<file path="config.mk">
export PLATFORM = sky130hd
export DESIGN_NAME = alu8_status
export DESIGN_NICKNAME = d
export VERILOG_FILES = /design/src/rtl/alu8_pkg.sv /design/src/rtl/alu8_addsub.sv /design/src/rtl/alu8_unary.sv /design/src/rtl/alu8_pair.sv /design/src/rtl/alu8_status.sv
export SDC_FILE = /design/constraint.sdc
export NUM_CORES = 1
export LEC_CHECK = 0
export BUFFER_PORTS_ARGS = -buffer_cell sky130_fd_sc_hd__buf_2
export CAP_MARGIN = 20
export CORE_MARGIN = 5
export CORE_UTILIZATION = 52
export CTS_BUF_LIST = sky130_fd_sc_hd__clkbuf_8 sky130_fd_sc_hd__clkbuf_16
export DETAILED_ROUTE_END_ITERATION = 6
export PLACE_DENSITY = 0.74
export SETUP_SLACK_MARGIN = 0.2
export SLEW_MARGIN = 30
export SYNTH_ARGS = -nofsm -noshare
export SYNTH_HDL_FRONTEND = slang
export SYNTH_SLANG_ARGS = --single-unit
</file>
<file path="constraint.sdc">
create_clock -name clk_i -period 7.55 [get_ports clk_i]
set_input_delay 1.8875 -clock clk_i [delete_from_list [all_inputs] [get_ports clk_i]]
set_output_delay 1.8875 -clock clk_i [all_outputs]
set_load 0.01 [all_outputs]
</file>
<file path="src/rtl/alu8_pkg.sv">
package alu8_pkg;

    typedef enum logic [3:0] {
        OP_ADD  = 4'd0,
        OP_ADC  = 4'd1,
        OP_SUB  = 4'd2,
        OP_SBC  = 4'd3,
        OP_INC  = 4'd4,
        OP_DEC  = 4'd5,
        OP_NEG  = 4'd6,
        OP_COM  = 4'd7,
        OP_ASR  = 4'd8,
        OP_BLD  = 4'd9,
        OP_PADD = 4'd10
    } alu_op_e;

    localparam int FLW  = 7;
    localparam int FL_C = 0;
    localparam int FL_Z = 1;
    localparam int FL_N = 2;
    localparam int FL_V = 3;
    localparam int FL_S = 4;
    localparam int FL_H = 5;
    localparam int FL_T = 6;

endpackage

</file>
<file path="src/rtl/alu8_addsub.sv">
module alu8_addsub #(
    parameter int DW = 8
) (
    input  logic [DW-1:0] a_i,
    input  logic [DW-1:0] b_i,
    input  logic          cin_i,
    input  logic          sub_i,
    output logic [DW-1:0] res_o,
    output logic          c_o,
    output logic          h_o,
    output logic          v_o
);
    localparam int HB = DW / 2;

    logic [DW:0] wide;
    logic [DW:0] diff_ab;

    always_comb begin
        if (sub_i)
            wide = {1'b0, a_i} - {1'b0, b_i} - {{DW{1'b0}}, cin_i};
        else
            wide = {1'b0, a_i} + {1'b0, b_i} + {{DW{1'b0}}, cin_i};
        diff_ab = {1'b0, a_i ^ b_i};
        res_o   = wide[DW-1:0];
        c_o     = wide[DW];
        h_o     = (diff_ab ^ wide) >> HB == '0 ? 1'b0 : ((diff_ab ^ wide) >> HB) & 1;
        if (sub_i)
            v_o = ((wide[DW-1] ^ a_i[DW-1]) & (a_i[DW-1] ^ b_i[DW-1]));
        else
            v_o = ((wide[DW-1] ^ a_i[DW-1]) & ~(a_i[DW-1] ^ b_i[DW-1]));
    end

endmodule

</file>
<file path="src/rtl/alu8_unary.sv">
module alu8_unary
    import alu8_pkg::*;
#(
    parameter int DW  = 8,
    parameter int BSW = $clog2(DW)
) (
    input  alu_op_e        op_i,
    input  logic [DW-1:0]  rd_i,
    input  logic [BSW-1:0] bitsel_i,
    input  logic           t_i,
    output logic [DW-1:0]  res_o,
    output logic           c_o,
    output logic           v_o
);
    localparam logic [DW-1:0] TOP_ONLY = {1'b1, {(DW-1){1'b0}}};
    localparam logic [DW-1:0] TOP_CLR  = {1'b0, {(DW-1){1'b1}}};

    always_comb begin
        res_o = rd_i;
        c_o   = 1'b0;
        v_o   = 1'b0;
        unique case (op_i)
            OP_INC: begin
                res_o = rd_i + 1'b1;
                v_o   = (res_o == TOP_ONLY);
            end
            OP_DEC: begin
                res_o = rd_i - 1'b1;
                v_o   = (res_o == TOP_CLR);
            end
            OP_COM: begin
                res_o = rd_i ^ {DW{1'b1}};
                v_o   = 1'b0;
            end
            OP_ASR: begin
                res_o = {rd_i[DW-1], rd_i[DW-1:1]};
                c_o   = rd_i[0];
                v_o   = rd_i[DW-1] ^ rd_i[0];
            end
            OP_BLD: begin
                res_o           = rd_i;
                res_o[bitsel_i] = t_i;
            end
            default: begin
                res_o = rd_i;
            end
        endcase
    end

endmodule

</file>
<file path="src/rtl/alu8_pair.sv">
module alu8_pair #(
    parameter int DW   = 8,
    parameter int IMMW = 6
) (
    input  logic [DW-1:0]   lo_i,
    input  logic [DW-1:0]   hi_i,
    input  logic [IMMW-1:0] imm_i,
    output logic [DW-1:0]   lo_o,
    output logic [DW-1:0]   hi_o,
    output logic            c_o,
    output logic            v_o,
    output logic            z_o
);
    localparam int PW = 2 * DW;

    logic [PW:0] wide;

    always_comb begin
        wide = {1'b0, hi_i, lo_i} + {{(PW + 1 - IMMW){1'b0}}, imm_i};
        lo_o = wide[DW-1:0];
        hi_o = wide[PW-1:DW];
        c_o  = wide[PW];
        v_o  = ~hi_i[DW-1] & wide[PW-1];
        z_o  = (wide[PW-1:0] == '0);
    end

endmodule

</file>
<file path="src/rtl/alu8_status.sv">
module alu8_status
    import alu8_pkg::*;
#(
    parameter int DW   = 8,
    parameter int IMMW = 6
) (
    input  logic            clk_i,
    input  logic            rst_n_i,
    input  logic            in_valid_i,
    input  logic [3:0]      op_i,
    input  logic [DW-1:0]   rd_i,
    input  logic [DW-1:0]   rr_i,
    input  logic [IMMW-1:0] imm_i,
    input  logic [6:0]      flags_i,
    output logic            out_valid_o,
    output logic [DW-1:0]   res_o,
    output logic [DW-1:0]   res_hi_o,
    output logic [6:0]      flags_o
);
    localparam int BSW = $clog2(DW);

    typedef enum logic {ST_HOLD, ST_CAPTURE} stage_e;

    alu_op_e op;
    stage_e  stage;
    assign op    = alu_op_e'(op_i);
    assign stage = in_valid_i ? ST_CAPTURE : ST_HOLD;

    // adder / subtractor operand steering
    logic [DW-1:0] as_a, as_b, as_res;
    logic          as_cin, as_sub, as_c, as_h, as_v;

    always_comb begin
        as_a   = (op == OP_NEG) ? '0 : rd_i;
        as_b   = (op == OP_NEG) ? rd_i : rr_i;
        as_cin = ((op == OP_ADC) || (op == OP_SBC)) && flags_i[FL_C];
        as_sub = (op == OP_SUB) || (op == OP_SBC) || (op == OP_NEG);
    end

    alu8_addsub #(.DW(DW)) addsub_i (
        .a_i   (as_a),
        .b_i   (as_b),
        .cin_i (as_cin),
        .sub_i (as_sub),
        .res_o (as_res),
        .c_o   (as_c),
        .h_o   (as_h),
        .v_o   (as_v)
    );

    logic [DW-1:0] un_res;
    logic          un_c, un_v;

    alu8_unary #(.DW(DW), .BSW(BSW)) unary_i (
        .op_i     (op),
        .rd_i     (rd_i),
        .bitsel_i (rr_i[BSW-1:0]),
        .t_i      (flags_i[FL_T]),
        .res_o    (un_res),
        .c_o      (un_c),
        .v_o      (un_v)
    );

    logic [DW-1:0] pr_lo, pr_hi;
    logic          pr_c, pr_v, pr_z;

    alu8_pair #(.DW(DW), .IMMW(IMMW)) pair_i (
        .lo_i  (rd_i),
        .hi_i  (rr_i),
        .imm_i (imm_i),
        .lo_o  (pr_lo),
        .hi_o  (pr_hi),
        .c_o   (pr_c),
        .v_o   (pr_v),
        .z_o   (pr_z)
    );

    // flag derivation
    logic [DW-1:0] nx_res, nx_hi;
    logic [6:0]    nx_fl;

    always_comb begin
        nx_res = rd_i;
        nx_hi  = '0;
        nx_fl  = flags_i;
        unique case (op)
            OP_ADD, OP_ADC, OP_SUB, OP_SBC, OP_NEG: begin
                nx_res      = as_res;
                nx_fl[FL_C] = as_c;
                nx_fl[FL_H] = as_h;
                nx_fl[FL_V] = as_v;
                nx_fl[FL_N] = as_res[DW-1];
                nx_fl[FL_S] = as_res[DW-1] ^ as_v;
                if ((op == OP_ADC) || (op == OP_SBC))
                    nx_fl[FL_Z] = (as_res == '0) & flags_i[FL_Z];
                else
                    nx_fl[FL_Z] = (as_res == '0);
            end
            OP_INC, OP_DEC, OP_COM, OP_ASR: begin
                nx_res      = un_res;
                nx_fl[FL_V] = un_v;
                nx_fl[FL_N] = un_res[DW-1];
                nx_fl[FL_S] = un_res[DW-1] ^ un_v;
                nx_fl[FL_Z] = (un_res == '0);
                if (op == OP_ASR)
                    nx_fl[FL_C] = un_c;
            end
            OP_BLD: begin
                nx_res = un_res;
            end
            OP_PADD: begin
                nx_res      = pr_lo;
                nx_hi       = pr_hi;
                nx_fl[FL_C] = pr_c;
                nx_fl[FL_V] = pr_v;
                nx_fl[FL_N] = pr_hi[DW-1];
                nx_fl[FL_S] = pr_hi[DW-1] ^ pr_v;
                nx_fl[FL_Z] = pr_z;
            end
            default: begin
                nx_res = rd_i;
            end
        endcase
    end

    // status update stage
    always_ff @(posedge clk_i) begin
        if (!rst_n_i) begin
            out_valid_o <= 1'b0;
            res_o       <= '0;
            res_hi_o    <= '0;
            flags_o     <= '0;
        end else begin
            unique case (stage)
                ST_CAPTURE: begin
                    out_valid_o <= 1'b1;
                    res_o       <= nx_res;
                    res_hi_o    <= nx_hi;
                    flags_o     <= nx_fl;
                end
                ST_HOLD: begin
                    out_valid_o <= 1'b0;
                end
                default: begin
                    out_valid_o <= 1'b0;
                end
            endcase
        end
    end

    assert_valid_follow_R1: assert property (@(posedge clk_i) disable iff (!rst_n_i)
        in_valid_i |=> out_valid_o);

    assert_hold_stable_R1: assert property (@(posedge clk_i) disable iff (!rst_n_i)
        !in_valid_i |=> (!out_valid_o && $stable(res_o) && $stable(flags_o)));

    assert_sign_rule_R5: assert property (@(posedge clk_i) disable iff (!rst_n_i)
        (in_valid_i && (op_i <= 4'd8 || op_i == 4'd10)) |=>
            (flags_o[FL_S] == (flags_o[FL_N] ^ flags_o[FL_V])));

    assert_dec_keeps_c_R6: assert property (@(posedge clk_i) disable iff (!rst_n_i)
        (in_valid_i && op_i == 4'd5) |=> (flags_o[FL_C] == $past(flags_i[FL_C])));

    assert_neg_edge_R7: assert property (@(posedge clk_i) disable iff (!rst_n_i)
        (in_valid_i && op_i == 4'd6 && rd_i == 8'h80) |=>
            (res_o == 8'h80 && flags_o[FL_V]));

    assert_t_untouched_R10: assert property (@(posedge clk_i) disable iff (!rst_n_i)
        in_valid_i |=> (flags_o[FL_T] == $past(flags_i[FL_T])));

    assert_hi_zero_R12: assert property (@(posedge clk_i) disable iff (!rst_n_i)
        (in_valid_i && op_i != 4'd10) |=> (res_hi_o == '0));

endmodule

</file>
Yosys cells after proc, flatten, opt, wreduce, memory -nomap -nowiden
Index checks and enable logic that the tools add are counted.

Bits in registers: 24. Latch bits: 0. Bits in writable memories: 0. Memory bits (read-only): 0. Input port bits: 36. Output and inout bits: 24. Memories: 0.

$add $sub $neg: 7. $mul: 0. Div/mod/pow operators: 0. $lt $le $gt $ge: 2. Equal/unequal tests: 12. Shift operators: 0. Mux-type cells: 18. Bitwise logic cells: 17. Reductions and logical operators: 13.

Operator list (number): one-hot mux 8 bit (5 select lines) (1); 2-to-1 mux 8 bit (3); one-hot mux 8 bit (3 select lines) (1); adder 16 x 6 -> 17 bit (1); equality test 4 x 3 -> 1 bit (second input constant) (4); logical NOT 16 bit (1); logical NOT 8 bit (2); one-hot mux 5 bit (3 select lines) (1); equality test 4 bit (second input constant) (3); OR reduction 5 bit (2); adder 8 x 8 -> 9 bit (1); adder 9 x 1 -> 9 bit (1); logical NOT 9 bit (1); 2-to-1 mux 9 bit (1); subtractor 8 x 8 -> 9 bit (1); subtractor 9 x 1 -> 9 bit (1); XOR 8 x 9 -> 9 bit (1); adder 8 x 1 -> 8 bit (second input constant) (1); bitwise mux 8 bit (1); equality test 4 x 2 -> 1 bit (second input constant) (2); equality test 8 x 7 -> 1 bit (second input constant) (1); equality test 8 bit (second input constant) (1); NOT 8 bit (1); subtractor 8 x 1 -> 8 bit (second input constant) (1); 16 further kinds (35).

Longest topological paths before layout
Word-level depth: 10. Gate-level depth with buffers: 16. Depth with buffers taken out: 14.

Hierarchy
A second synthesis with hierarchy kept.

Cells, all modules: 546. Area, all modules: 4075.2 um^2.

By module, submodules not included: alu8_status (times used 1, cells an instance 178, area each 1468.9 um^2); alu8_addsub (times used 1, cells an instance 130, area each 1013.5 um^2); alu8_unary (times used 1, cells an instance 160, area each 1013.5 um^2); alu8_pair (times used 1, cells an instance 78, area each 579.3 um^2).

Least setup slack after synthesis
No wires, ideal clock.

Path kind: input to register. From: input port op_i[1]. To: register flags_o[1]. Library setup time: 0.063 ns. Arrival: 4.777 ns. Data required time: 7.487 ns. Path slack: 2.710 ns. Cell stages on the path: 13. Buffers on the path: 2. Path through: buf_4 > and4bb_1 > clkbuf_1 > o21ai_0 > ha_1 > inv_1 > ha_1 > or3_1 > o31ai_1 > mux2_2 > nand3_1 > or4b_1 > nand3b_1.

Word-level cells in the longest chain between the ends: 9. Elaborated cells between the ends (all ways): 30. Classes of those cells: add/sub: 4; eq/ne: 10; mux: 6; bitwise: 1; reduce/logical: 9.

Ends and longest elaborated chain: start: declaration (line alu8_status.sv:10) `input logic [3:0] op_i,`; equality test 4 x 3 -> 1 bit, or another cell as far along; 2-to-1 mux 8 bit, or another cell as far along (line alu8_status.sv:34) `as_a = (op == OP_NEG) ? '0 : rd_i;`; adder 8 x 8 -> 9 bit, or another cell as far along (line alu8_addsub.sv:22) `wide = {1'b0, a_i} + {1'b0, b_i} + {{DW{1'b0}}, cin_i};`; adder 9 x 1 -> 9 bit or subtractor 9 x 1 -> 9 bit (tied branches) (line alu8_addsub.sv:22, alu8_addsub.sv:20); 2-to-1 mux 9 bit (line alu8_addsub.sv:19) `if (sub_i)`; logical NOT 8 bit (line alu8_status.sv:95, alu8_status.sv:97); AND 1 bit (line alu8_status.sv:95) `nx_fl[FL_Z] = (as_res == '0) & flags_i[FL_Z];`; 2-to-1 mux 1 bit (line alu8_status.sv:94) `if ((op == OP_ADC) || (op == OP_SBC))`; one-hot mux 5 bit (3 select lines) (*) (line alu8_status.sv:86) `unique case (op)`; end signal: assignment (line alu8_status.sv:139) `flags_o <= nx_fl;`; end: declaration (line alu8_status.sv:18) `output logic [6:0] flags_o`.

Every way passes the cells marked *; elsewhere a longest branch is shown, timed or not. A chain may end at the register's enable or synchronous reset.

Worst setup path after layout
From: input port op_i[0]. To: register flags_o[1].

Same word-level chain as after synthesis.

==> flow_summary.json <==
{
  "skew_ns": 0,
  "grt_pass1_vias": 4031,
  "worst_slack_ns": 2.14,
  "worst_pin_slew_ns": 0.806,
  "cp_max_fo": 23,
  "critPathBufInv": 3,
  "seqCellArea_um2": 480,
  "drt-pass1-iter-count": 5,
  "dpl.cell_count": 669,
  "fin_total_pwr_uw": 527,
  "io_buffers": 59,
  "crit_chain": "buf_2 > nand4bb_1 > nor2_1 > a21o_1 > inv_1 > fa_1 > inv_1 > fa_1 > a211oi_1 > o41ai_1 > xnor2_1 > a21oi_1 > or4b_1 > nand3b_1",
  "drive_gt1_frac": 0.146,
  "vias": 4357,
  "cp-start-kind": "input pin",
  "rrSetupSlack_ns": 5.63,
  "diodes": 0,
  "cp.arrival_ns": 5.63,
  "htreeDepth": 1,
  "fin_cells": 673,
  "rsz0062_at_grt": "no",
  "async_flop_share": 0,
  "cts_tree": "built",
  "syn_inst": 544,
  "hold_buffers": 0,
  "cts_made_buffers": 3,
  "multiInputGateArea_mm2": 0.00314,
  "grt_usage": 0.259,
  "clkSlewWorstSetupHoldPaths_ns": 0.09,
  "pin_count": 60,
  "synth_cell_types": 77,
  "synth_edf_count": 0,
  "finalCriticalPeriod_ns": 5.41,
  "syn2layout_area_growth_pct": 9.13,
  "setup_viol": 0,
  "final_common_cell": "buf_2",
  "fmax_mhz": 185,
  "slowest_stage": "nand4bb_1",
  "yosys_register_bits": 24,
  "dieArea_mm2": 0.00934,
  "criticalPathCategory": "input pin to register",
  "drt-wirelength-per-cell_um": 18.9,
  "max_stage_delay_ns": 0.73,
  "finalHoldViolCount": 0,
  "cp.required_ns": 7.77,
  "antenna_found_initial": 0,
  "timing.final.crit_share": 0.717,
  "grt_first_pass_wirelength_um": 20500,
  "viasPerCell": 6.47,
  "fillerInstances": 729,
  "clock_latency_ns": 0.27,
  "synth_fp_nets": 616,
  "hpwl_um": 9800,
  "grt_max_degree": 28,
  "finalNetCount": 647,
  "cts_post_setup_buffers_inserted": 0,
  "whs_ns": 0.481,
  "rows": 31,
  "outcome": "complete, no violations",
  "leakagePower_nw": 1.81,
  "yosys_warnings": 0,
  "drv_slew": 0,
  "powerDensity_mw_per_mm2": 124,
  "start_util": 0.535,
  "chipWidth_um": 96.6,
  "grt-ovfl-total": 0,
  "vdd_drop_max_v": 0.000113,
  "drc": 0,
  "seq_area_frac_synth": 0.123,
  "end_kind": "register",
  "max_slew_margin": 0.459,
  "drtAntennaViolNets": 0,
  "routed_wl_um": 12700,
  "gp_congestion": 0.974,
  "drt_iter0_drc": 463,
  "cts_buffer_depth": 2,
  "setup-tns-final_ns": 0,
  "cts_sinks": 24,
  "ys.flop_type": "dfxtp_1",
  "cts_root_buf": "clkbuf_8",
  "path_delay_family": "simple AND/OR/NAND/NOR gates",
  "syn-cell-area_mm2": 0.00390,
  "core_mm2": 0.00729,
  "maxCapViolCount": 0,
  "dpl_worst_slack_ns": 1.90,
  "final_cell_mix": "buf_2, nand2_1, nor2_1",
  "hold_class": "register to register",
  "cts-resized-gates": 0,
  "synth_area_per_cell_um2": 7.18,
  "die_y_um": 96.6
}
cell families after synthesis:
family,after synthesis,synth area share
AND/OR/NAND/NOR,194,0.260
AO/OA/AOI/OAI,172,0.309
XOR/XNOR,34,0.0763
flip-flops,24,0.123
adder cells (fa/ha/maj),36,0.125
multiplexers,12,0.0317
buffers and inverters,72,0.0756
flip-flops by register name, summed over array words and instances, names as in the netlist:
signal	flops
flags_o	7
res_o	8
res_hi_o	8
out_valid_o	1
synth_stat cells, drive strengths merged, types with 7 or more instances:
library cell	number	area (um^2)
xor2	12	105
mux2i	9	90.1
buf	17	88.8
nand2b	8	57.6
inv	36	135
o21ai	39	195
clkbuf	18	67.6
nand2	52	195
nor2	39	146
dfxtp	24	480
a211oi	9	72.6
o211ai	10	75.1
nor2b	7	43.8
a21oi	33	176
ha	31	388
and2	10	62.6
xnor2	22	193
nand4	11	68.8
nor3	15	85.1
nand3	18	90.1
a221oi	7	67.6
worst paths after layout:
path	start	to	cells past startpoint
setup / recovery	op_i[0]	flags_o[1]	14
hold / removal	res_o[3]	res_o[3]	2
setup reg to reg	flags_o[1]	flags_o[1]	6
hold reg to reg	res_o[3]	res_o[3]	2
per-stage QoR:
| stage | area, um^2 | util |
|---|---|---|
| finish | 4260 | 0.584 |
| global route | 4260 | 0.584 |
| CTS | 4250 | 0.583 |
| global placement | 4180 | 0.573 |
| detailed placement | 4180 | 0.573 |
| floorplan | 3900 | - |
power by group:
| part | internal [mW] | switching (mW) |
|---|---|---|
| combinational | 0.105 | 0.167 |
| clock | 0.0710 | 0.0460 |
| sequential | 0.134 | 0.00427 |
worst reg2reg max path, stage by stage, from the launching register on:
cell,delay [ns]
dfxtp_1,0.38
o21ai_0,0.24
nor4_1,0.37
nand3_1,0.11
a2111oi_0,0.38
o2111ai_1,0.24
nand3b_1,0.14
layout make-up:
type / instances / area share
tap: 99 / 0.0291
clock buffer: 3 / 0.00969
multi-input combinational: 448 / 0.736
timing repair buffer: 61 / 0.0728
clock inverter: 1 / 0.00705
sequential: 24 / 0.113
inverter: 37 / 0.0326
routing by layer:
layer,vias to the layer above,track usage,part of all wire
li1,2066,-,-
met1,1994,0.350,0.42
met2,256,0.416,0.45
met3,41,0.0432,0.095
met4,0,0.0886,0.034
met5,-,0,0
Note: power is estimated with default switching activity, not from simulation.
